File: config.mk
export PLATFORM = sky130hd
export DESIGN_NAME = adaptive_prefetch_tuner
export DESIGN_NICKNAME = d
export VERILOG_FILES = /design/src/rtl/pf_tune_pkg.sv /design/src/rtl/pf_mode_decode.sv /design/src/rtl/pf_burst_classify.sv /design/src/rtl/pf_len_lane.sv /design/src/rtl/adaptive_prefetch_tuner.sv
export SDC_FILE = /design/constraint.sdc
export NUM_CORES = 1
export LEC_CHECK = 0
export BUFFER_PORTS_ARGS = -buffer_cell sky130_fd_sc_hd__buf_2
export CAP_MARGIN = 10
export CELL_PAD_IN_SITES_DETAIL_PLACEMENT = 0
export CELL_PAD_IN_SITES_GLOBAL_PLACEMENT = 2
export CORE_MARGIN = 5
export CORE_UTILIZATION = 38
export DETAILED_ROUTE_END_ITERATION = 6
export PLACE_DENSITY = 0.91
export SLEW_MARGIN = 20
export SYNTH_ARGS = -nofsm -noshare
export SYNTH_HDL_FRONTEND = slang
export SYNTH_HIERARCHICAL = 1
export SYNTH_SLANG_ARGS = --single-unit
export TNS_END_PERCENT = 30
File: constraint.sdc
create_clock -name clk -period 7.55 [get_ports clk]
set_input_delay 0.755 -clock clk [delete_from_list [all_inputs] [get_ports clk]]
set_output_delay 0.755 -clock clk [all_outputs]
set_load 0.005 [all_outputs]
File: src/rtl/pf_tune_pkg.sv
package pf_tune_pkg;

  // Command types reported on a completion event
  typedef enum logic [1:0] {
    CMD_RD    = 2'd0,
    CMD_RDLN  = 2'd1,
    CMD_RDMUL = 2'd2,
    CMD_NONE  = 2'd3
  } rd_cmd_e;

  // Classified outcome of one burst
  typedef enum logic [1:0] {
    OUT_MATCH = 2'd0,
    OUT_SHORT = 2'd1,
    OUT_OVER  = 2'd2
  } burst_out_e;

  localparam int NUM_CMD = 3;

endpackage

File: src/rtl/pf_mode_decode.sv
module pf_mode_decode
  import pf_tune_pkg::*;
(
  input  logic [1:0]         mode,
  output logic [NUM_CMD-1:0] adapt_en
);

  always_comb begin
    adapt_en = '0;
    case (mode)
      2'd1:    adapt_en[CMD_RDMUL] = 1'b1;
      2'd2: begin
        adapt_en[CMD_RDLN]  = 1'b1;
        adapt_en[CMD_RDMUL] = 1'b1;
      end
      2'd3:    adapt_en = '1;
      default: adapt_en = '0;
    endcase
  end

endmodule

File: src/rtl/pf_burst_classify.sv
module pf_burst_classify
  import pf_tune_pkg::*;
#(
  parameter int CNT_W   = 8,
  parameter int LINE_DW = 8
) (
  input  logic [CNT_W-1:0] fetched,
  input  logic [CNT_W-1:0] used,
  output burst_out_e       outcome
);

  logic [CNT_W-1:0] waste;

  always_comb begin
    waste   = fetched - used;
    outcome = OUT_MATCH;
    if (used >= fetched) begin
      outcome = OUT_SHORT;
    end else if (waste > CNT_W'(LINE_DW)) begin
      outcome = OUT_OVER;
    end
  end

endmodule

File: src/rtl/pf_len_lane.sv
module pf_len_lane
  import pf_tune_pkg::*;
#(
  parameter int LEN_W   = 4,
  parameter int LEN_MIN = 1,
  parameter int LEN_MAX = 8,
  parameter int DEF_LEN = 1,
  parameter int SCORE_W = 4,
  parameter int THRESH  = 4
) (
  input  logic             clk,
  input  logic             rst_n,
  input  logic             restore,
  input  logic             hit,
  input  burst_out_e       outcome,
  output logic [LEN_W-1:0] len
);

  localparam logic signed [SCORE_W-1:0] S_UP   = SCORE_W'(THRESH - 1);
  localparam logic signed [SCORE_W-1:0] S_DN   = -SCORE_W'(THRESH - 1);
  localparam logic signed [SCORE_W-1:0] S_TOP  = {1'b0, {(SCORE_W-1){1'b1}}};
  localparam logic signed [SCORE_W-1:0] S_BOT  = {1'b1, {(SCORE_W-1){1'b0}}};
  localparam logic [LEN_W-1:0]          L_DEF  = LEN_W'(DEF_LEN);
  localparam logic [LEN_W-1:0]          L_MAX  = LEN_W'(LEN_MAX);
  localparam logic [LEN_W-1:0]          L_MIN  = LEN_W'(LEN_MIN);

  logic signed [SCORE_W-1:0] score;

  always_ff @(posedge clk) begin
    if (!rst_n || restore) begin
      len   <= L_DEF;
      score <= '0;
    end else if (hit) begin
      case (outcome)
        OUT_SHORT: begin
          if (score == S_UP) begin
            score <= '0;
            if (len < L_MAX) len <= len + LEN_W'(1);
          end else if (score != S_TOP) begin
            score <= score + SCORE_W'(1);
          end
        end
        OUT_OVER: begin
          if (score == S_DN) begin
            score <= '0;
            if (len > L_MIN) len <= len - LEN_W'(1);
          end else if (score != S_BOT) begin
            score <= score - SCORE_W'(1);
          end
        end
        default: ;
      endcase
    end
  end

endmodule

File: src/rtl/adaptive_prefetch_tuner.sv
module adaptive_prefetch_tuner
  import pf_tune_pkg::*;
#(
  parameter int CNT_W   = 8,
  parameter int LINE_DW = 8,
  parameter int LEN_MIN = 1,
  parameter int LEN_MAX = 8,
  parameter int LEN_W   = $clog2(LEN_MAX + 1),
  parameter int DEF_RD  = 1,
  parameter int DEF_RL  = 2,
  parameter int DEF_RM  = 4,
  parameter int SCORE_W = 4,
  parameter int THRESH  = 4
) (
  input  logic             clk,
  input  logic             rst_n,
  input  logic             cfg_wr,
  input  logic [1:0]       cfg_mode,
  input  logic             evt_valid,
  output logic             evt_ready,
  input  logic [1:0]       evt_cmd,
  input  logic [CNT_W-1:0] evt_fetched,
  input  logic [CNT_W-1:0] evt_used,
  output logic [LEN_W-1:0] len_mr,
  output logic [LEN_W-1:0] len_mrl,
  output logic [LEN_W-1:0] len_mrm
);

  localparam logic [NUM_CMD*LEN_W-1:0] DEF_VEC =
    {LEN_W'(DEF_RM), LEN_W'(DEF_RL), LEN_W'(DEF_RD)};

  logic [1:0]               mode_q;
  logic [NUM_CMD-1:0]       adapt_en;
  logic                     accept;
  burst_out_e               outcome;
  logic [NUM_CMD*LEN_W-1:0] len_vec;

  always_ff @(posedge clk) begin
    if (!rst_n)      mode_q <= 2'd0;
    else if (cfg_wr) mode_q <= cfg_mode;
  end

  assign evt_ready = !cfg_wr;
  assign accept    = evt_valid && evt_ready;

  pf_mode_decode u_mode (
    .mode     (mode_q),
    .adapt_en (adapt_en)
  );

  pf_burst_classify #(
    .CNT_W   (CNT_W),
    .LINE_DW (LINE_DW)
  ) u_class (
    .fetched (evt_fetched),
    .used    (evt_used),
    .outcome (outcome)
  );

  for (genvar gi = 0; gi < NUM_CMD; gi++) begin : g_lane
    logic hit;
    assign hit = accept && adapt_en[gi] && (evt_cmd == 2'(gi));

    pf_len_lane #(
      .LEN_W   (LEN_W),
      .LEN_MIN (LEN_MIN),
      .LEN_MAX (LEN_MAX),
      .DEF_LEN (int'(DEF_VEC[gi*LEN_W +: LEN_W])),
      .SCORE_W (SCORE_W),
      .THRESH  (THRESH)
    ) u_lane (
      .clk     (clk),
      .rst_n   (rst_n),
      .restore (cfg_wr),
      .hit     (hit),
      .outcome (outcome),
      .len     (len_vec[gi*LEN_W +: LEN_W])
    );
  end

  assign len_mr  = len_vec[0*LEN_W +: LEN_W];
  assign len_mrl = len_vec[1*LEN_W +: LEN_W];
  assign len_mrm = len_vec[2*LEN_W +: LEN_W];

endmodule

# == Word level (Yosys, flattened, before mapping) ==
# Index checks and enable logic that the tools add are counted.
# word_totals
ff_bits,26
output_inout_bits,13
wordCells,120
# classes
n_addsub,13
n_lt_le_gt_ge,8
eq_ne,37
mux,35
reduce_logical,20
# ops
op,n
two-way mux 4 bit,24
one-hot mux 4 bit (2 select lines),6
equality test 4 x 3 -> 1 bit (second input constant),6
!= test 2 x 1 -> 1 bit (second input constant),12
!= test 4 bit (second input constant),6
!= test 3 x 1 -> 1 bit (second input constant),6
AND reduction 6 bit,3
adder 4 x 1 -> 4 bit (second input constant),3
adder 4 x 2 -> 4 bit (second input constant),3
greater-than comparator 4 x 1 -> 1 bit (second input constant),3
less-than comparator 4 bit (second input constant),3
AND reduction 4 bit,3
subtractor 4 x 1 -> 4 bit (second input constant),3
subtractor 4 x 2 -> 4 bit (second input constant),3
equality test 2 bit (second input constant),4
greater-or-equal comparator 8 bit,1
greater-than comparator 8 x 4 -> 1 bit (second input constant),1
subtractor 8 bit,1
logical AND 1 bit,7
equality test 2 x 1 -> 1 bit (second input constant),3
two-way mux 2 bit,2
two-way mux 1 bit,3
OR reduction 3 bit,1
logical NOT 1 bit,2
other kinds (4),4

# == Depth between registers and ports, before layout ==
# Gate-level depths: netlist (run 1).
# depth
ltp_word,7
mapped_depth,14

# == By module ==
# Netlist (run 1), hierarchy kept.
# by_module_without_submodules
module,n_inst,cells_per_inst,area_each_um2,seq_area_each_um2
pf_len_lane (g_lane[2].u_lane),1,95,817.0,160.2
pf_len_lane (g_lane[0].u_lane),1,93,787.0,160.2
pf_len_lane (g_lane[1].u_lane),1,91,782.0,160.2
pf_burst_classify,1,54,387.9,0.0
adaptive_prefetch_tuner,1,13,131.4,40.0
pf_mode_decode,1,3,17.5,0.0

# == Worst setup path before layout (run 1) ==
# OpenSTA, ideal clock, no wires.
# synth_path
path_type,input port to flip-flop
from,input port evt_used[1]
to,register g_lane[2].u_lane.len[3]
setup_time_ns,0.123
arrival_ns,3.155
t_required_ns,7.427
setup_slack_ns,4.272
path_stages,12
path_buffers,0
path_cell_list,inv_1 ha_1 nor2b_4 o211ai_2 a21oi_1 o31ai_2 a41oi_2 ha_1 inv_1 o21ai_1 nor4_2 mux2_1
# synth_lines
item,line,text
from (decl),adaptive_prefetch_tuner.sv:23,"input logic [CNT_W-1:0] evt_used,"
greater-or-equal comparator 8 bit (*),pf_burst_classify.sv:17,if (used >= fetched) begin
two-way mux 2 bit (*),pf_burst_classify.sv:17,
named net outcome[0],adaptive_prefetch_tuner.sv:35,burst_out_e outcome;
equality test 2 bit / equality test 2 x 1 -> 1 bit (equally long branches),pf_len_lane.sv:34,case (outcome)
!= test 2 x 1 -> 1 bit (no source line) / nonzero test 2 bit (equally long branches),--,
AND reduction 6 bit (no source line),--,
to (signal assigned),pf_len_lane.sv:38,if (len < L_MAX) len <= len + LEN_W'(1);
to (signal assigned),pf_len_lane.sv:46,if (len > L_MIN) len <= len - LEN_W'(1);
to (decl),pf_len_lane.sv:16,output logic [LEN_W-1:0] len
# Mark *: on every way through the listed nets, which the timed path passes. The rest lies on a longest branch.
# A chain may end at the register's enable or synchronous reset.

# == Worst setup path after layout (run 1) ==
# layout_path
from,input port evt_fetched[3]
to,register g_lane[2].u_lane.len[3]
# layout_lines
item,line,text
from (decl),adaptive_prefetch_tuner.sv:22,"input logic [CNT_W-1:0] evt_fetched,"
greater-or-equal comparator 8 bit (*),pf_burst_classify.sv:17,
two-way mux 2 bit (*),pf_burst_classify.sv:17,
named net outcome[0],adaptive_prefetch_tuner.sv:35,
equality test 2 bit / equality test 2 x 1 -> 1 bit (equally long branches),pf_len_lane.sv:34,
!= test 2 x 1 -> 1 bit (no source line) / nonzero test 2 bit (equally long branches),--,
AND reduction 6 bit (no source line),--,
# Marks and branches as above.

==> flow_metrics.env, run 1 <==
export IMPL_yosysUniqueCellTypes=72
export IMPL_ys_async_sr_fraction_pct=0
export IMPL_drc=0
export IMPL_grtUsageMet2_pct=21.6
export IMPL_clockBufferDepth=2
export IMPL_min_to="g_lane[0].u_lane/len[2]"
export IMPL_syn_instance_count=349
export IMPL_grt_max_degree=19
export IMPL_ys_seq_area_share_pct=17.8
export IMPL_min_period_over_period_pct=48.5
export IMPL_met3_usage_pct=1.94
export IMPL_gp_congestion=0.820
export IMPL_cp_required_ns=7.72
export IMPL_routed_wl_um=6350
export IMPL_synth_seq_cells=26
export IMPL_cts_made_buffers=3
export IMPL_instances_no_fill=479
export IMPL_die_width_um=97.7
export IMPL_cp_end_kind="flip-flop"
export IMPL_r2r_end="g_lane[2].u_lane/len[3]"
export IMPL_cts_repair_resized=0
export IMPL_path_clk_slew_ns=0.10
export IMPL_slew_headroom_pct=52.2
export IMPL_detail_route_antenna_nets=0
export IMPL_antenna_cells=0
export IMPL_total_power_uw=321
export IMPL_fin_crit_ns=3.66
export IMPL_hp_start="g_lane[0].u_lane/len[2]"
export IMPL_top_usage_layer="met2"
export IMPL_start_util_pct=38.4
export IMPL_hold_viol=0
export IMPL_holdBufCountCts=0
export IMPL_finish_utilization_pct=42.0
export IMPL_clk_latency_ns=0.27
export IMPL_floorplan_die_area_um2=9550
export IMPL_syn_to_final_growth_pct=9.42
export IMPL_wl_per_cell_um=13.2
export IMPL_grt_setup_unrepaired="false"
export IMPL_power_density_nw_per_um2=100
export IMPL_grt_pass1_wl_um=11100
export IMPL_grt_total_usage_pct=13.2
export IMPL_root_buffer="clkbuf_8"
export IMPL_critical_path_peak_fanout=16
export IMPL_placedCellCount=475
export IMPL_drt_iter0_markers=122
export IMPL_synth_flop_cell="dfxtp_1"
export IMPL_status="complete, no violations"
export IMPL_synth_avg_cell_area_um2=8.37
export IMPL_tns_ns=0
export IMPL_hpwlAfterDp_um=4880
export IMPL_critPathKind="in2reg"
export IMPL_overflow=0
export IMPL_io_pins=37
export IMPL_clock_fmax_mhz=273
export IMPL_globalRouteMet1Util_pct=18.4
export IMPL_worst_slew_pin_slew_ns=0.712
export IMPL_clock_sinks=26
export IMPL_synthesis_area_um2=2920
export IMPL_core_um2=7610
export IMPL_hold_path_depth=2
export IMPL_hold_path_class="reg2reg"
export IMPL_regToRegSetupSlack_ns=5.36
export IMPL_row_count=32
export IMPL_ys_warn_count=6
export IMPL_synth_edff_count=0
export IMPL_vdd_drop_max_uv=68.2
export IMPL_setup_viol=0
export IMPL_layout_nets=440
export IMPL_antenna_found_initial=0
export IMPL_io_buffer_count=36
export IMPL_r2r_start="mode_q[1]"
export IMPL_leakagePower_uw=0.00135
export IMPL_r2r_cells=6
export IMPL_grt_pass1_vias=2394
export IMPL_drv_cap=0
export IMPL_die_y_um=97.7
export IMPL_post_drt_via_cell_ratio=5.29
export IMPL_maxSlewViolCount=0
export IMPL_arrival_ns=3.83
export IMPL_critPathLaunchType="input port"
export IMPL_h_tree_depth=1
export IMPL_drive_above_1_share_pct=18.3
export IMPL_dr_total_vias=2534
export IMPL_fin_skew_ns=0.00532
export IMPL_cts_setup_buffers=0
export IMPL_cts_tree="yes"
export IMPL_firstDrtPassIters=4
export IMPL_synthesis_nets=411
metal layers:
metal	wire (µm)	share of wire, %
met1	3270	52
met2	2830	45
met3	209	3.3
met4	30	0.47
met5	0	0
Yosys cell counts, drive strengths merged (10+ instances only):
cell type  instances  area share, %
inv               40            5.1
ha                38             16
dfxtp             26             18
nand2             26            3.3
a21oi             21            3.6
nor2              16            2.1
nand2b            15            3.5
mux2i             13            4.7
o21ai             13            2.2
buf               11            2.9
nor3              11            2.1
nor4              10            2.8
state kept, by name (all words and copies together), names as in the netlist:
signal               flops
g_lane.u_lane/len       12
g_lane.u_lane/score     12
mode_q                   2
cells by family (layout without fill, tap and decap cells):
| logic type | count (synthesis) | in the layout | share of synthesized area [%] |
|---|---|---|---|
| AND/OR/NAND/NOR | 128 | 128 | 29.0 |
| AO/OA/AOI/OAI | 80 | 80 | 19.9 |
| buffers and inverters | 52 | 80 | 8.13 |
| adder cells (fa/ha/maj) | 38 | 38 | 16.3 |
| flip-flops | 26 | 26 | 17.8 |
| multiplexers | 18 | 18 | 6.76 |
| XOR/XNOR | 7 | 7 | 2.10 |
report_power, final:
group	internal, µW	switching [µW]
clock	46.7	46.6
sequential	138	0.736
combinational	36.6	52.6
total	221	100
cell usage in the layout, fill, tap and decap left out, types with 3 or more instances in the layout:
cell      netlist  layout
mux2i_1        11      11
nand2_1        26      26
a21oi_1        21      21
o21ai_1         3       3
xor2_1          6       6
a31oi_1         7       7
clkbuf_8        0       4
buf_2           4      36
dfxtp_1        26      26
nor4_1          7       7
nand2b_1       14      14
nor4_2          3       3
o21a_1          3       3
o31a_1          5       5
nor2b_1         5       5
nor2_1         16      16
or3_1           6       6
o21bai_1        5       5
nand4_1         5       5
mux2_2          3       3
nand4b_1        5       5
inv_1          39      39
ha_1           38      38
a211oi_1        3       3
nor4b_4         3       3
nand3b_1        3       3
nor3_1         10      10
o21ai_0        10      10
o31ai_1         5       5
worst max path at each step:
stage / startpoint / end / slack (ns)
floorplan: evt_used[1] / g_lane[2].u_lane/len[3] / 4.27
global placement: evt_fetched[3] / g_lane[2].u_lane/len[3] / 3.71
detailed placement: evt_fetched[3] / g_lane[2].u_lane/len[3] / 3.57
CTS: evt_fetched[3] / g_lane[2].u_lane/len[3] / 3.87
global route: evt_used[1] / g_lane[2].u_lane/len[3] / 3.62
finish: evt_fetched[3] / g_lane[2].u_lane/len[3] / 3.89
critical path, stage by stage:
cell,delay [ns]
buf_2,0.10
ha_1,0.35
a21oi_1,0.32
a21oi_1,0.15
o31ai_2,0.48
a41oi_2,0.17
ha_1,0.47
inv_1,0.19
o21ai_1,0.16
nor4_2,0.35
mux2_1,0.34
metrics by stage:
step                      hold WS [ns]  cell area [µm²]  setup WS [ns]
final                            0.507             3200           3.89
after global routing             0.545             3200           3.62
after CTS                        0.510             3200           3.87
after detailed placement         0.495             3140           3.57
after global placement           0.484             3140           3.71
after floorplan                  0.479             2920           4.27
layout make-up:
class	instances	area, µm²
sequential	26	520
inverter	40	150
tap	102	128
timing repair buffer	36	180
multi-input combinational	271	2160
fill	788	4410
clock buffer	4	55.1
No activity file was read; power rests on OpenSTA's default activity.
==> run 2, diff against run 1 <==
CORE_UTILIZATION = 36   (was 38)
PLACE_DENSITY = 0.87   (was 0.91)
clock period = 3.65 ns   (was 7.55 ns; I/O delays follow)
==> flow_metrics.env, run 2 (synthesis gave the netlist of run 1 again) <==
export IMPL_row_count=32
export IMPL_h_tree_depth=1
export IMPL_cts_made_buffers=3
export IMPL_post_drt_via_cell_ratio=5.24
export IMPL_syn_to_final_growth_pct=11.3
export IMPL_power_density_nw_per_um2=222
export IMPL_clk_latency_ns=0.28
export IMPL_critPathKind="in2reg"
export IMPL_holdBufCountCts=0
export IMPL_critPathLaunchType="input port"
export IMPL_setup_viol=0
export IMPL_io_pins=37
export IMPL_grt_pass1_vias=2317
export IMPL_tns_ns=0
export IMPL_drive_above_1_share_pct=19.4
export IMPL_antenna_found_initial=0
export IMPL_fin_skew_ns=0.0113
export IMPL_final_fill_count=800
export IMPL_clock_fmax_mhz=331
export IMPL_cts_setup_buffers=0
export IMPL_drv_cap=0
export IMPL_drc=0
export IMPL_grt_setup_unrepaired="false"
export IMPL_overflow=0
export IMPL_clock_sinks=26
export IMPL_min_period_over_period_pct=82.9
export IMPL_cp_required_ns=3.81
export IMPL_hpwlAfterDp_um=4930
export IMPL_cp_end_kind="flip-flop"
export IMPL_gp_congestion=0.820
export IMPL_worst_slew_pin_slew_ns=0.723
export IMPL_drt_iter0_markers=101
export IMPL_layout_common_cells="inv_1 (39), ha_1 (38), buf_2 (36)"
export IMPL_wl_per_cell_um=13.1
export IMPL_reg_top3="g_lane.u_lane/len x12, g_lane.u_lane/score x12, mode_q x2"
export IMPL_root_buffer="clkbuf_8"
export IMPL_die_y_um=100
export IMPL_detail_route_antenna_nets=0
export IMPL_fin_crit_ns=3.02
export IMPL_firstDrtPassIters=4
export IMPL_grt_pass1_wl_um=10700
export IMPL_arrival_ns=3.19
export IMPL_cts_repair_resized=0
export IMPL_clockBufferDepth=2
export IMPL_hold_path_class="in2reg"
export IMPL_path_clk_slew_ns=0.10
export IMPL_finish_utilization_pct=41.7
export IMPL_layout_nets=445
export IMPL_critical_path_peak_fanout=9
export IMPL_final_common_cell="inv_1"
export IMPL_grt_max_degree=16
export IMPL_die_width_um=100
export IMPL_slew_headroom_pct=51.4
export IMPL_hold_viol=0
export IMPL_status="complete, no violations"
export IMPL_routed_wl_um=6350
export IMPL_core_um2=7810
export IMPL_start_util_pct=37.4
export IMPL_io_buffer_count=36
export IMPL_grt_total_usage_pct=12.5
export IMPL_leakagePower_uw=0.00138
export IMPL_dr_total_vias=2542
export IMPL_floorplan_die_area_um2=10000
export IMPL_cts_tree="yes"
export IMPL_vdd_drop_max_uv=123
export IMPL_maxSlewViolCount=0
run 2: routing by layer:
metal / vias up / wire length, µm / part of all wire [%] / GRT usage [%]
met5: - / 0 / 0 / 0
met3: 4 / 222 / 3.5 / 1.81
met1: 1175 / 3360 / 53 / 18.4
met2: 28 / 2730 / 43 / 19.2
met4: 0 / 34 / 0.54 / 3.01
li1: 1335 / - / - / -
run 2: critical path: stages:
cell and delay (ns):
buf_2 0.10, ha_1 0.35, a21oi_1 0.30, a221oi_2 0.10
a31o_1 0.20, a41oi_2 0.33, ha_1 0.47, nand2b_1 0.14
nor3_1 0.41, nor4_2 0.10, mux2_1 0.32
run 2: path summary, 6_finish.rpt:
path	startpoint	to	slack (ns)	cells past startpoint
max reg2reg	mode_q[1]	g_lane[2].u_lane/len[3]	1.43	6
max	evt_fetched[3]	g_lane[2].u_lane/len[3]	0.63	11
min	cfg_mode[1]	mode_q[1]	0.35	3
min reg2reg	g_lane[1].u_lane/len[2]	g_lane[1].u_lane/len[2]	0.51	2
run 2: layout make-up:
class,instances,area (µm²),area share [%]
Multi-Input combinational cell,271,2160,66.5
Sequential cell,26,520,16.0
Timing Repair Buffer,41,218,6.69
Inverter,40,150,4.61
Tap cell,102,128,3.92
Clock buffer,3,41.3,1.27
Clock inverter,1,30.0,0.923
Antenna cell,1,2.50,0.0769
run 2: metrics by stage:
step	std cells	power [µW]	setup WS (ns)	cell area (µm²)	hold slack, ns
floorplan	349	434	0.762	2920	0.479
global placement	480	487	0.394	3180	0.488
detailed placement	480	485	0.353	3180	0.497
CTS	484	740	0.649	3250	0.336
global route	484	768	0.426	3250	0.353
finish	485	723	0.626	3250	0.352
run 2: power breakdown:
part / leakage [µW] / switching [µW] / internal (µW)
logic: 0.00114 / 111 / 81.6
registers: 0.000210 / 1.40 / 285
clock network: 0.0000357 / 96.7 / 147
